### config.mk
export PLATFORM = sky130hd
export DESIGN_NAME = cpwm_timer
export DESIGN_NICKNAME = d
export VERILOG_FILES = /design/src/rtl/cpwm_pkg.sv /design/src/rtl/cpwm_shadow.sv /design/src/rtl/cpwm_counter.sv /design/src/rtl/cpwm_channel.sv /design/src/rtl/cpwm_flag.sv /design/src/rtl/cpwm_timer.sv
export SDC_FILE = /design/constraint.sdc
export NUM_CORES = 1
export LEC_CHECK = 0
export ABC_AREA = 1
export BUFFER_PORTS_ARGS = -buffer_cell sky130_fd_sc_hd__buf_2
export CELL_PAD_IN_SITES_DETAIL_PLACEMENT = 1
export CELL_PAD_IN_SITES_GLOBAL_PLACEMENT = 2
export CORE_UTILIZATION = 32
export DETAILED_ROUTE_END_ITERATION = 16
export GPL_TIMING_DRIVEN = 0
export PLACE_DENSITY = 0.85
export SYNTH_ARGS = -nofsm -noshare
export SYNTH_HDL_FRONTEND = slang
export SYNTH_SLANG_ARGS = --single-unit
### constraint.sdc
create_clock -name clk -period 2.55 [get_ports clk]
set_input_delay 0.255 -clock clk [delete_from_list [all_inputs] [get_ports clk]]
set_output_delay 0.255 -clock clk [all_outputs]
set_load 0.05 [all_outputs]
### src/rtl/cpwm_pkg.sv
`timescale 1ns/1ps
package cpwm_pkg;

    // Counter direction states
    typedef enum logic [0:0] {
        ST_RISE = 1'b0,
        ST_FALL = 1'b1
    } cnt_state_e;

    // Per-cycle decision for the channel output register
    typedef enum logic [1:0] {
        LV_KEEP   = 2'b00,
        LV_ACTIVE = 2'b01,
        LV_REST   = 2'b10,
        LV_OFF    = 2'b11
    } lvl_e;

    localparam logic [1:0] SEL_RELEASED = 2'b00;

endpackage

### src/rtl/cpwm_shadow.sv
`timescale 1ns/1ps
module cpwm_shadow #(
    parameter int CNT_W = 16
) (
    input  logic             clk,
    input  logic             rst_n,
    input  logic             load,
    input  logic [CNT_W-1:0] mod_in,
    input  logic [CNT_W-1:0] cmp_in,
    output logic [CNT_W-1:0] mod_q,
    output logic [CNT_W-1:0] cmp_q
);

    // Working copies follow the requested values only at a period boundary
    always_ff @(posedge clk or negedge rst_n) begin
        if (!rst_n) begin
            mod_q <= '0;
            cmp_q <= '0;
        end else if (load) begin
            mod_q <= mod_in;
            cmp_q <= cmp_in;
        end
    end

endmodule

### src/rtl/cpwm_counter.sv
`timescale 1ns/1ps
module cpwm_counter
    import cpwm_pkg::*;
#(
    parameter int CNT_W = 16
) (
    input  logic             clk,
    input  logic             rst_n,
    input  logic             en,
    input  logic [CNT_W-1:0] mod_q,
    output logic [CNT_W-1:0] cnt_o,
    output logic             fall_o,
    output logic             top_ev_o
);

    localparam logic [CNT_W-1:0] ONE  = CNT_W'(1);
    localparam logic [CNT_W-1:0] ZERO = '0;

    cnt_state_e       state_q, state_d;
    logic [CNT_W-1:0] cnt_q, cnt_d;
    logic             top_ev;

    // Next-state and next-count decision
    always_comb begin
        state_d = state_q;
        cnt_d   = cnt_q;
        top_ev  = 1'b0;
        if (en) begin
            unique case (state_q)
                ST_RISE: begin
                    if (cnt_q >= mod_q) begin
                        top_ev = 1'b1;
                        if (mod_q == ZERO) begin
                            cnt_d = ZERO;
                        end else begin
                            state_d = ST_FALL;          // TOP turn
                            cnt_d   = cnt_q - ONE;
                        end
                    end else begin
                        cnt_d = cnt_q + ONE;
                    end
                end
                ST_FALL: begin
                    if (cnt_q == ZERO) begin
                        if (mod_q != ZERO) begin
                            state_d = ST_RISE;          // BOTTOM turn
                            cnt_d   = ONE;
                        end
                    end else begin
                        cnt_d = cnt_q - ONE;
                    end
                end
            endcase
        end
    end

    // State register
    always_ff @(posedge clk or negedge rst_n) begin
        if (!rst_n) begin
            state_q <= ST_RISE;
            cnt_q   <= ZERO;
        end else begin
            state_q <= state_d;
            cnt_q   <= cnt_d;
        end
    end

    // Outputs
    always_comb begin
        cnt_o    = cnt_q;
        fall_o   = (state_q == ST_FALL);
        top_ev_o = top_ev;
    end

    AST_TOP_TURN: assert property (@(posedge clk) disable iff (!rst_n)
        en && state_q == ST_RISE && cnt_q >= mod_q && mod_q != ZERO |=> state_q == ST_FALL);
    AST_BOTTOM_TURN: assert property (@(posedge clk) disable iff (!rst_n)
        en && state_q == ST_FALL && cnt_q == ZERO && mod_q != ZERO |=> state_q == ST_RISE && cnt_q == ONE);
    AST_FROZEN: assert property (@(posedge clk) disable iff (!rst_n)
        !en |=> $stable(cnt_q) && $stable(state_q));

endmodule

### src/rtl/cpwm_channel.sv
`timescale 1ns/1ps
module cpwm_channel
    import cpwm_pkg::*;
#(
    parameter int CNT_W = 16
) (
    input  logic             clk,
    input  logic             rst_n,
    input  logic             en,
    input  logic [CNT_W-1:0] cnt_i,
    input  logic             fall_i,
    input  logic [CNT_W-1:0] mod_q,
    input  logic [CNT_W-1:0] cmp_q,
    input  logic [1:0]       sel,
    output logic             hit_o,
    output logic             pwm_o,
    output logic             pwm_oe_o
);

    lvl_e lvl;
    logic hit;
    logic pwm_q, pwm_d;
    logic act_lvl;

    // Decision per cycle
    always_comb begin
        hit     = en && (cnt_i == cmp_q);
        act_lvl = ~sel[0];
        lvl     = LV_KEEP;
        if (!en) begin
            lvl = LV_KEEP;
        end else if (sel == SEL_RELEASED) begin
            lvl = LV_OFF;
        end else if (cmp_q == '0) begin
            lvl = LV_REST;
        end else if (cmp_q >= mod_q) begin
            lvl = LV_ACTIVE;
        end else if (hit) begin
            lvl = fall_i ? LV_ACTIVE : LV_REST;
        end
    end

    always_comb begin
        unique case (lvl)
            LV_KEEP:   pwm_d = pwm_q;
            LV_ACTIVE: pwm_d = act_lvl;
            LV_REST:   pwm_d = ~act_lvl;
            LV_OFF:    pwm_d = 1'b0;
        endcase
    end

    always_ff @(posedge clk or negedge rst_n) begin
        if (!rst_n) pwm_q <= 1'b0;
        else        pwm_q <= pwm_d;
    end

    always_comb begin
        hit_o    = hit;
        pwm_oe_o = (sel != SEL_RELEASED);
        pwm_o    = pwm_q & pwm_oe_o;
    end

    AST_FALL_HIT: assert property (@(posedge clk) disable iff (!rst_n)
        en && sel != SEL_RELEASED && cmp_q != '0 && cmp_q < mod_q && fall_i && cnt_i == cmp_q
        |=> pwm_q != $past(sel[0]));
    AST_RISE_HIT: assert property (@(posedge clk) disable iff (!rst_n)
        en && sel != SEL_RELEASED && cmp_q != '0 && cmp_q < mod_q && !fall_i && cnt_i == cmp_q
        |=> pwm_q == $past(sel[0]));
    AST_RELEASED: assert property (@(posedge clk) disable iff (!rst_n)
        en && sel == SEL_RELEASED |=> !pwm_q);

endmodule

### src/rtl/cpwm_flag.sv
`timescale 1ns/1ps
module cpwm_flag (
    input  logic clk,
    input  logic rst_n,
    input  logic set,
    input  logic clr,
    output logic flag_o
);

    logic flag_q;

    always_ff @(posedge clk or negedge rst_n) begin
        if (!rst_n) flag_q <= 1'b0;
        else        flag_q <= set | (flag_q & ~clr);
    end

    assign flag_o = flag_q;

    AST_FLAG_SET_WINS: assert property (@(posedge clk) disable iff (!rst_n)
        set |=> flag_o);
    AST_FLAG_CLEARED: assert property (@(posedge clk) disable iff (!rst_n)
        clr && !set |=> !flag_o);

endmodule

### src/rtl/cpwm_timer.sv
`timescale 1ns/1ps
module cpwm_timer #(
    parameter int CNT_W = 16
) (
    input  logic             clk,
    input  logic             rst_n,
    input  logic             en,
    input  logic [CNT_W-1:0] mod_val,
    input  logic [CNT_W-1:0] cmp_val,
    input  logic [1:0]       sel,
    input  logic             ch_ie,
    input  logic             ch_clr,
    input  logic             ovf_clr,
    output logic [CNT_W-1:0] cnt_o,
    output logic             cnt_down_o,
    output logic             pwm_o,
    output logic             pwm_oe_o,
    output logic             ch_flag_o,
    output logic             ch_irq_o,
    output logic             ovf_flag_o
);

    logic [CNT_W-1:0] mod_q, cmp_q, cnt;
    logic             fall, top_ev, hit, load;

    assign load = !en || top_ev;

    cpwm_shadow #(.CNT_W(CNT_W)) shadow_i (
        .clk    (clk),
        .rst_n  (rst_n),
        .load   (load),
        .mod_in (mod_val),
        .cmp_in (cmp_val),
        .mod_q  (mod_q),
        .cmp_q  (cmp_q)
    );

    cpwm_counter #(.CNT_W(CNT_W)) counter_i (
        .clk      (clk),
        .rst_n    (rst_n),
        .en       (en),
        .mod_q    (mod_q),
        .cnt_o    (cnt),
        .fall_o   (fall),
        .top_ev_o (top_ev)
    );

    cpwm_channel #(.CNT_W(CNT_W)) channel_i (
        .clk      (clk),
        .rst_n    (rst_n),
        .en       (en),
        .cnt_i    (cnt),
        .fall_i   (fall),
        .mod_q    (mod_q),
        .cmp_q    (cmp_q),
        .sel      (sel),
        .hit_o    (hit),
        .pwm_o    (pwm_o),
        .pwm_oe_o (pwm_oe_o)
    );

    cpwm_flag ch_flag_i (
        .clk    (clk),
        .rst_n  (rst_n),
        .set    (hit),
        .clr    (ch_clr),
        .flag_o (ch_flag_o)
    );

    cpwm_flag ovf_flag_i (
        .clk    (clk),
        .rst_n  (rst_n),
        .set    (top_ev),
        .clr    (ovf_clr),
        .flag_o (ovf_flag_o)
    );

    assign cnt_o      = cnt;
    assign cnt_down_o = fall;
    assign ch_irq_o   = ch_flag_o & ch_ie;

    AST_SHADOW_HOLD: assert property (@(posedge clk) disable iff (!rst_n)
        en && !top_ev |=> $stable(mod_q) && $stable(cmp_q));
    AST_HIT_TO_FLAG: assert property (@(posedge clk) disable iff (!rst_n)
        hit |=> ch_flag_o);

endmodule

* Word-level counts from Yosys, hierarchy flattened
Cells that the tools add are included.
** Cells by class
- Add/subtract/negate cells :: 2
- $lt $le $gt $ge :: 2
- Eq/ne operators :: 5
- Mux-type cells :: 20
- Bitwise gates (word level) :: 10
- Reduce and logical (&&, ||, !) cells :: 11
** Operators by type and width (number)
- $mux W16 :: 4
- $logic_not A16 Y1 :: 3
- $ge A16 B16 Y1 :: 2
- $pmux W16 S2 :: 1
- $add A16 B1 Y16 const B :: 1
- $eq A16 B16 Y1 :: 1
- $reduce_bool A16 Y1 :: 1
- $sub A16 B1 Y16 const B :: 1
- $mux W2 :: 6
- $mux W1 :: 7
- $and A1 B1 Y1 :: 4
- $eq A2 B2 Y1 const B :: 2
- $logic_not A2 Y1 :: 2
- $not A1 Y1 :: 4
- $ne A3 B3 Y1 const B :: 1
- $pmux W1 S3 :: 1
- $eq A2 B1 Y1 const B :: 1
- $or A1 B1 Y1 :: 2
- $pmux W1 S2 :: 1
- $reduce_and A2 Y1 :: 1
- $reduce_bool A2 Y1 :: 1
- $logic_and A1 B1 Y1 :: 1
- $logic_not A1 Y1 :: 1
- $logic_or A1 B1 Y1 :: 1
** Word-level totals
- Register bits after elaboration :: 52
- Input port bits :: 40
- Output and inout port bits :: 22
- Word-level logic and storage cells :: 57

* Longest topological paths before layout
Gate-level depths: netlist (run 1).
- Depth after elaboration :: 9
- Mapped depth :: 16
- Depth with buffers taken out :: 16

* Hierarchy
From an unflattened synthesis (run 1), not the netlist that was laid out.
** Second synthesis, totals
- Cell total of the unflattened synthesis :: 724
- Area, all modules :: 4669.5 um2
** By module, submodules not included
- cpwm_counter :: times used 1, cells an instance 380, area an instance 2282.2 um2, seq. area each 425.4 um2
- cpwm_shadow :: times used 1, cells an instance 136, area an instance 1292.5 um2, seq. area each 800.8 um2
- cpwm_channel :: times used 1, cells an instance 194, area an instance 999.7 um2, seq. area each 25.0 um2
- cpwm_flag :: times used 2, cells an instance 5, area an instance 40.0 um2, seq. area each 25.0 um2
- cpwm_timer :: times used 1, cells an instance 4, area an instance 15.0 um2, seq. area each 0.0 um2

* Worst setup path before layout (run 1)
No wires, ideal clock.
- Path type :: flip-flop to flip-flop
- Start :: register counter_i.cnt_q[5], in the netlist counter_i.cnt_o[5]
- End :: register shadow_i.cmp_q[0]
- Library setup time :: 0.127 ns
- Data arrival time :: 2.184 ns
- Required time :: 2.423 ns
- Slack :: 0.239 ns
- Cell stages (with the launch flop) :: 13
- Buffers on the path :: 1
- Clock period less this slack :: 2.311 ns
- Path through :: dfrtp_1 -> ha_1 -> a21oi_1 -> nor2_1 -> nor3_1 -> nand2_1 -> nand2_2 -> nand3_2 -> nand2_2 -> nand2_4 -> buf_4 -> nand2_1 -> o21ai_0
** On the way
- Word-level cells in the longest chain between the ends :: 5
** RTL lines
- start, declared :: line cpwm_counter.sv:20 : logic [CNT_W-1:0] cnt_q, cnt_d;
- start signal, assigned :: line cpwm_counter.sv:64 : cnt_q <= cnt_d;
- $ge A16 B16 Y1 :: line cpwm_counter.sv:31 : if (cnt_q >= mod_q) begin
- $mux W1 :: line cpwm_counter.sv:31
- $mux W1 :: line cpwm_counter.sv:29 : unique case (state_q)
- $mux W1 :: line cpwm_counter.sv:28 : if (en) begin
- $logic_or A1 B1 Y1 :: line cpwm_timer.sv:26 : assign load = !en || top_ev;
- end signal, assigned :: line cpwm_shadow.sv:21 : cmp_q <= cmp_in;
- end, declared :: line cpwm_shadow.sv:11 : output logic [CNT_W-1:0] cmp_q
No other way between the ends.
A chain may end at the register's enable or synchronous reset.

* Final worst setup path (run 1)
- Start :: register counter_i.cnt_q[13], in the netlist counter_i.cnt_o[13]
- End :: register counter_i.state_q, in the netlist counter_i.fall_o
** On the way
- Word-level cells in the longest chain between the ends :: 3
- Elaborated cells between the ends (all ways) :: 5
- Classes of those cells :: 1 x order compare; 3 x mux; 1 x reduce/logical
** RTL lines
- $ge A16 B16 Y1 or $logic_not A16 Y1 (tied branches) :: line cpwm_counter.sv:31, cpwm_counter.sv:44
- $mux W1 (on tied branches) :: line cpwm_counter.sv:31, cpwm_counter.sv:44
- $pmux W1 S2 * :: line cpwm_counter.sv:29
- end signal, assigned :: line cpwm_counter.sv:63 : state_q <= state_d;
- end, declared :: line cpwm_counter.sv:19 : cnt_state_e state_q, state_d;
Every way passes the cells marked *; elsewhere a longest branch is shown, timed or not.

==> impl_metrics.csv, run 1 <==
group,metric,value,unit
status,outcome,"finished with violations",
status,failed_checks,"negative hold slack",
timing,fmax,417,MHz
timing,final-setup-viol-count,0,
yosys,synth_cell_type_count,37,
grt,grt_usage,0.229,
yosys,syn_inst,640,
critical_path,reg2regPathDepth,11,
route,top_layer_used,"met4",
finish,stdcell_count,897,
place,dp.cells,876,
critical_path,worstPathMaxFanout,10,
route,first_pass_iters,4,
finish,diodes,0,
power_and_ir_drop,power_density,1210,nW/µm²
finish,nNetsFinal,794,
clock_network,clockBufferDepth,2,
timing,timing.hold.ws,-0.0330,ns
yosys,synth.avg_cell_area,6.78,µm²
timing,tightest_slew,0.730,ns
timing,slew_headroom,0.514,
route,drt_iter0_drc,226,
critical_path,regToRegStartpoint,"counter_i.cnt_o[13]",
yosys,synthesis.area,4340,µm²
finish,fin_util,0.389,
timing,hold_violations,8,
grt,grt.overflow.total,0,
timing,fin_crit_sh,0.940,
power_and_ir_drop,total_power,6.22,mW
floorplan,rows,42,
critical_path,critPathKind,"reg2reg",
route,drc,0,
critical_path,critPathRequiredTime,2.80,ns
floorplan,dieWidth,118,µm
grt,antenna_found_initial,0,
finish,fin_area,5150,µm²
floorplan,die_y,118,µm
grt,grt_pass1_wl,24.8,mm
clock_network,numCtsBuffers,5,
timing,slew_viol_final,0,
critical_path,rrSetupSlack,0.15,ns
power_and_ir_drop,clock_power_share,0.121,
clock_network,htreeDepth,2,
clock_network,cts_root_buf,"clkbuf_16",
critical_path,cp-start-kind,"flip-flop",
clock_network,clkTransAtPathRegs,0.08,ns
clock_network,hold_buffers,0,
power_and_ir_drop,p_leak,2.71,nW
grt,grt_pass1_vias,4644,
power_and_ir_drop,p_sw,3.44,mW
yosys,yosysSeqAreaShare,0.300,
timing,fin_crit,2.40,ns
finish,drive_gt1_frac,0.189,
route,route.met3.wl,441,µm
critical_path,r2r-end,"counter_i.fall_o",
floorplan,ios,62,
place,gp_routability_congestion,0.871,
place,port_buffers,60,
route,drt-met1-wl,7.54,mm
power_and_ir_drop,ir_worst_vdd,427,µV
timing,rsz0062_at_grt,"false",
floorplan,core_area,13200,µm²
yosys,syn_nets,714,
power_and_ir_drop,sw_frac_of_total,0.554,
power_and_ir_drop,p_seq_frac,0.245,
job,maxCapViolCount,0,
timing,final.setup_skew,0.00899,ns
route,vias,4481,
clock_network,cts_tree,"done",
clock_network,clock_latency,0.31,ns
yosys,ys_ff_latch,52,
critical_path,cp.arrival,2.65,ns
route,wl_per_cell,17.4,µm
floorplan,dieArea,14000,µm²
power_and_ir_drop,internal_power,2.77,mW
grt,grt_max_degree,53,
route,via_per_inst,5.00,
clock_network,clock_sinks,52,
yosys,yosys_warnings,0,
finish,syn_to_final_growth,18.7,%
place,place_area,4860,µm²
route,wl_met2,7.41,mm
hold_path,hold_path.class,"in2async",
route,drt_wl_total,15.6,mm
route,ant_nets,0,
floorplan,initial_core_util,0.327,
critical_path,cp-end-kind,"flip-flop",
power_and_ir_drop,comb_power_share,0.634,
place,hpwl,12.1,mm
==> logic make-up (layout without fill, tap and decap cells) <==
kind of cell	after synthesis	count (layout)	share of synthesized area
AND/OR/NAND/NOR	348	348	0.349
buffers and inverters	96	177	0.0955
AO/OA/AOI/OAI	83	83	0.103
XOR/XNOR	27	27	0.0545
adder cells (fa/ha/maj)	34	34	0.0981
flip-flops	52	52	0.300
==> layer usage <==
metal,vias up,GRT usage
li1,2205,-
met1,2173,0.307
met2,85,0.388
met3,18,0.0246
met4,0,0.0665
met5,-,0
==> worst max path at each step <==
| stage | to | from | depth (start not counted) |
|---|---|---|---|
| final | counter_i.fall_o | counter_i.cnt_o[13] | 11 |
| after global routing | shadow_i.mod_q[6] | counter_i.cnt_o[5] | 11 |
| after CTS | counter_i.fall_o | counter_i.cnt_o[15] | 10 |
| after detailed placement | counter_i.fall_o | counter_i.cnt_o[15] | 10 |
| after global placement | counter_i.fall_o | counter_i.cnt_o[15] | 10 |
| after floorplan | shadow_i.cmp_q[0] | counter_i.cnt_o[5] | 12 |
==> area by class of cell <==
class                      count  area [µm²]
timing repair buffer          73         400
multi-input combinational    492        2650
clock buffer                   5         125
clock inverter                 3        27.5
buffer                        21         134
sequential                    52        1310
fill                        1735        8100
tap                          176         220
inverter                      75         282
==> state kept, by name (all words and copies together), names as in the netlist <==
signal and flops:
shadow_i.cmp_q 16, channel_i.pwm_q 1, ch_flag_i.flag_o 1, shadow_i.mod_q 16, ovf_flag_i.flag_o 1, counter_i.cnt_o 16, counter_i.fall_o 1
==> what timing repair did <==
action                                  CTS  global route
pin swaps                                 0             4
gates resized for setup                   8             7
cloned                                    0             0
buffers inserted                          0            13
endpoints found under the setup margin   33            48
==> power groups by stage <==
| stage | clock network [mW] | logic (mW) | registers, mW |
|---|---|---|---|
| floorplan | 0 | 2.36 | 1.79 |
| global placement | 0 | 3.60 | 1.52 |
| detailed placement | 0 | 3.76 | 1.53 |
| CTS | 0.770 | 3.79 | 1.53 |
| global route | 0.785 | 4.41 | 1.56 |
| finish | 0.752 | 3.94 | 1.52 |
==> Yosys cell counts (all sizes together) <==
| cell type | instances | area (µm²) |
|---|---|---|
| nor4 | 2 | 27.5 |
| xnor2 | 3 | 26.3 |
| or2 | 1 | 6.26 |
| xor2 | 24 | 210 |
| dfrtp | 52 | 1300 |
| nor3 | 11 | 60.1 |
| nand3 | 22 | 115 |
| nand2 | 202 | 773 |
| and2 | 1 | 6.26 |
| buf | 18 | 120 |
| clkbuf | 3 | 12.5 |
| nand4 | 24 | 171 |
| a21oi | 33 | 176 |
| o22ai | 1 | 6.26 |
| inv | 75 | 282 |
| ha | 34 | 425 |
| o21a | 1 | 7.51 |
| nor2 | 85 | 354 |
| o21ai | 48 | 255 |
==> cells in the final DEF (no fill, tap or decap), types with 2 or more instances in the layout <==
cell	instances
nand2_1	198
nor2_1	75
inv_1	70
buf_2	68
dfrtp_1	45
o21ai_0	41
ha_1	34
a21oi_1	32
xor2_1	24
nand4_1	22
nand3_1	21
buf_4	19
nor3_1	9
nor2_2	8
dfrtp_2	7
inv_2	5
o21ai_1	5
clkbuf_16	5
nand2_4	4
xnor2_1	3
buf_6	3
nor3_2	2
clkbuf_2	2
nor2_4	2
==> per-stage QoR <==
step                      setup slack (ns)  TNS (ns)  hold slack, ns
final                                0.152         0         -0.0330
after global routing               0.00681         0          0.0591
after CTS                           0.0190         0           0.120
after detailed placement            -0.106     -1.37           0.453
after global placement              -0.108    -0.530           0.438
after floorplan                      0.239         0         -0.0406
==> worst max-delay path: stages, from the launching register on <==
cell and delay [ns]:
dfrtp_2 0.50, ha_1 0.34, nand2_1 0.11, nor4_4 0.25, buf_4 0.18, nand2_4 0.11, nand3_4 0.15, buf_4 0.21
nand2_1 0.09, o21ai_1 0.23, nand2_1 0.08, nand2_1 0.07
(Power assumes the default switching activity.)
==> run 2: changes to the inputs <==
--- a/config.mk
+++ b/config.mk
@@ -6,7 +6,7 @@
 export NUM_CORES = 1
 export LEC_CHECK = 0
 export ABC_AREA = 1
-export BUFFER_PORTS_ARGS = -buffer_cell sky130_fd_sc_hd__buf_2
+export BUFFER_PORTS_ARGS = -buffer_cell sky130_fd_sc_hd__buf_4
 export CELL_PAD_IN_SITES_DETAIL_PLACEMENT = 1
 export CELL_PAD_IN_SITES_GLOBAL_PLACEMENT = 2
 export CORE_UTILIZATION = 32
==> run 2 against run 1 <==
Net effect:
- the flow still finishes with violations (negative hold slack)
- hold slack better by 0.017 ns
- cell count decreased by 0.45%
- final area up 2.2%
- clock power down 2%
- via count rose by 0.45%
- utilization rose by 0.84 points
- routed wire length rose by 0.43%
- global-route usage increased by 0.33 points
- combinational power up 2%
- critical endpoint unchanged
- largest cell class unchanged
==> impl_metrics.csv, run 2 (synthesis gave the netlist of run 1 again) <==
group,metric,value,unit
status,outcome,"finished with violations",
status,failed_checks,"negative hold slack",
timing,timing.hold.ws,-0.0161,ns
timing,rsz0062_at_grt,"false",
timing,fin_crit_sh,0.950,
route,first_pass_iters,4,
grt,grt_pass1_wl,24.9,mm
timing,final.setup_skew,0.0138,ns
grt,antenna_found_initial,0,
power_and_ir_drop,p_leak,2.71,nW
route,ant_nets,0,
critical_path,r2r-end,"counter_i.fall_o",
floorplan,core_area,13200,µm²
critical_path,cp-end-kind,"flip-flop",
finish,layout.cells.most_common,"nand2_1",
finish,drive_gt1_frac,0.185,
critical_path,cp-start-kind,"flip-flop",
floorplan,rows,42,
critical_path,reg2regPathDepth,10,
route,drc,0,
route,via_per_inst,5.04,
grt,grt_usage,0.232,
route,drt_wl_total,15.7,mm
clock_network,htreeDepth,2,
clock_network,clock_sinks,52,
power_and_ir_drop,ir_worst_vdd,374,µV
place,pre_cts_ws,-0.129,ns
floorplan,dieArea,14000,µm²
timing,fin_setup_tns,0,ns
job,maxCapViolCount,0,
finish,nNetsFinal,790,
hold_path,hold_path.class,"in2async",
floorplan,dieWidth,118,µm
clock_network,numCtsBuffers,5,
grt,grt_pass1_vias,4601,
clock_network,cts_tree,"done",
timing,fmax,413,MHz
critical_path,cp.arrival,2.67,ns
route,wl_per_cell,17.5,µm
clock_network,clkTransAtPathRegs,0.08,ns
place,port_buffers,60,
route,vias,4501,
finish,fillers,1735,
critical_path,rrSetupSlack,0.13,ns
timing,slew_headroom,0.503,
critical_path,critPathKind,"reg2reg",
timing,tightest_slew,0.746,ns
route,drt_iter0_drc,188,
finish,syn_to_final_growth,21.3,%
finish,diodes,0,
finish,layout_common_cells,"nand2_1, nor2_1, buf_4",
clock_network,clockBufferDepth,2,
critical_path,worstPathMaxFanout,10,
timing,fin_crit,2.42,ns
grt,grt.overflow.total,0,
critical_path,critPathRequiredTime,2.80,ns
clock_network,cts_root_buf,"clkbuf_16",
timing,hold_violations,9,
timing,slew_viol_final,0,
floorplan,die_y,118,µm
critical_path,regToRegStartpoint,"counter_i.cnt_o[13]",
place,hpwl,12.0,mm
clock_network,clock_latency,0.32,ns
floorplan,ios,62,
timing,final-setup-viol-count,0,
place,gp_routability_congestion,0.876,
power_and_ir_drop,power_density,1190,nW/µm²
floorplan,initial_core_util,0.327,
timing,fin_ws,0.128,ns
grt,grt_max_degree,53,
==> run 2: cell count changes in the layout (fill, tap and decap cells not counted), sizes merged <==
cell,delta
clkinv,-1
buf,-4
inv,+1
==> run 2: where the power goes <==
part           leakage [nW]  internal [mW]  switching (mW)
sequential            0.622           1.13           0.401
combinational          2.02           1.35            2.66
clock                0.0708          0.373           0.367
total                  2.71           2.85            3.42
==> run 2: what timing repair did <==
item / CTS / global route
setup buffers: 1 / 8
resized for setup: 10 / 9
endpoints found under the setup margin: 33 / 46
pin swaps: 1 / 4
hold buffers: 0 / 0
==> run 2: per-layer routing <==
layer / vias up / global-route usage / share of wire
met5: - / 0 / 0
met4: 0 / 0.0625 / 0.010
li1: 2200 / - / -
met3: 11 / 0.0333 / 0.039
met1: 2203 / 0.307 / 0.47
met2: 87 / 0.395 / 0.48
==> run 2: worst max-delay path by stage <==
stage | from | to | slack, ns | cells after the start
after global routing | counter_i.cnt_o[0] | counter_i.cnt_o[8] | 0.004 | 10
after global placement | counter_i.cnt_o[15] | counter_i.fall_o | -0.12 | 10
after detailed placement | counter_i.cnt_o[5] | shadow_i.mod_q[7] | -0.13 | 11
final | counter_i.cnt_o[13] | counter_i.fall_o | 0.13 | 10
after floorplan | counter_i.cnt_o[5] | shadow_i.cmp_q[0] | 0.24 | 12
after CTS | counter_i.cnt_o[15] | counter_i.fall_o | 0.03 | 10
==> run 2: layout make-up <==
class / instances / area (µm²) / share of cell area
Timing Repair Buffer: 69 / 518 / 0.0985
Tap cell: 176 / 220 / 0.0419
Clock inverter: 3 / 25.0 / 0.00476
Clock buffer: 5 / 125 / 0.0238
Inverter: 75 / 282 / 0.0535
Sequential cell: 52 / 1310 / 0.249
Buffer: 21 / 136 / 0.0259
Multi-Input combinational cell: 492 / 2640 / 0.502
==> run 2: critical path: stages, from the launching register on <==
cell and delay (ns):
dfrtp_2 0.50, ha_1 0.33, nand2_1 0.10, nor4_4 0.41, nand2_2 0.16, nand3_4 0.15
buf_4 0.21, nand2_1 0.09, o21ai_1 0.25, nand2_1 0.08, nand2_1 0.07
==> run 2: metrics by stage <==
stage | util | cells | cell area (µm²) | total power [mW]
floorplan | - | 640 | 4340 | 4.15
CTS | 0.391 | 885 | 5180 | 6.18
global route | 0.397 | 893 | 5260 | 6.81
detailed placement | 0.378 | 876 | 5010 | 5.38
global placement | 0.378 | 876 | 5010 | 5.22
finish | 0.397 | 893 | 5260 | 6.27
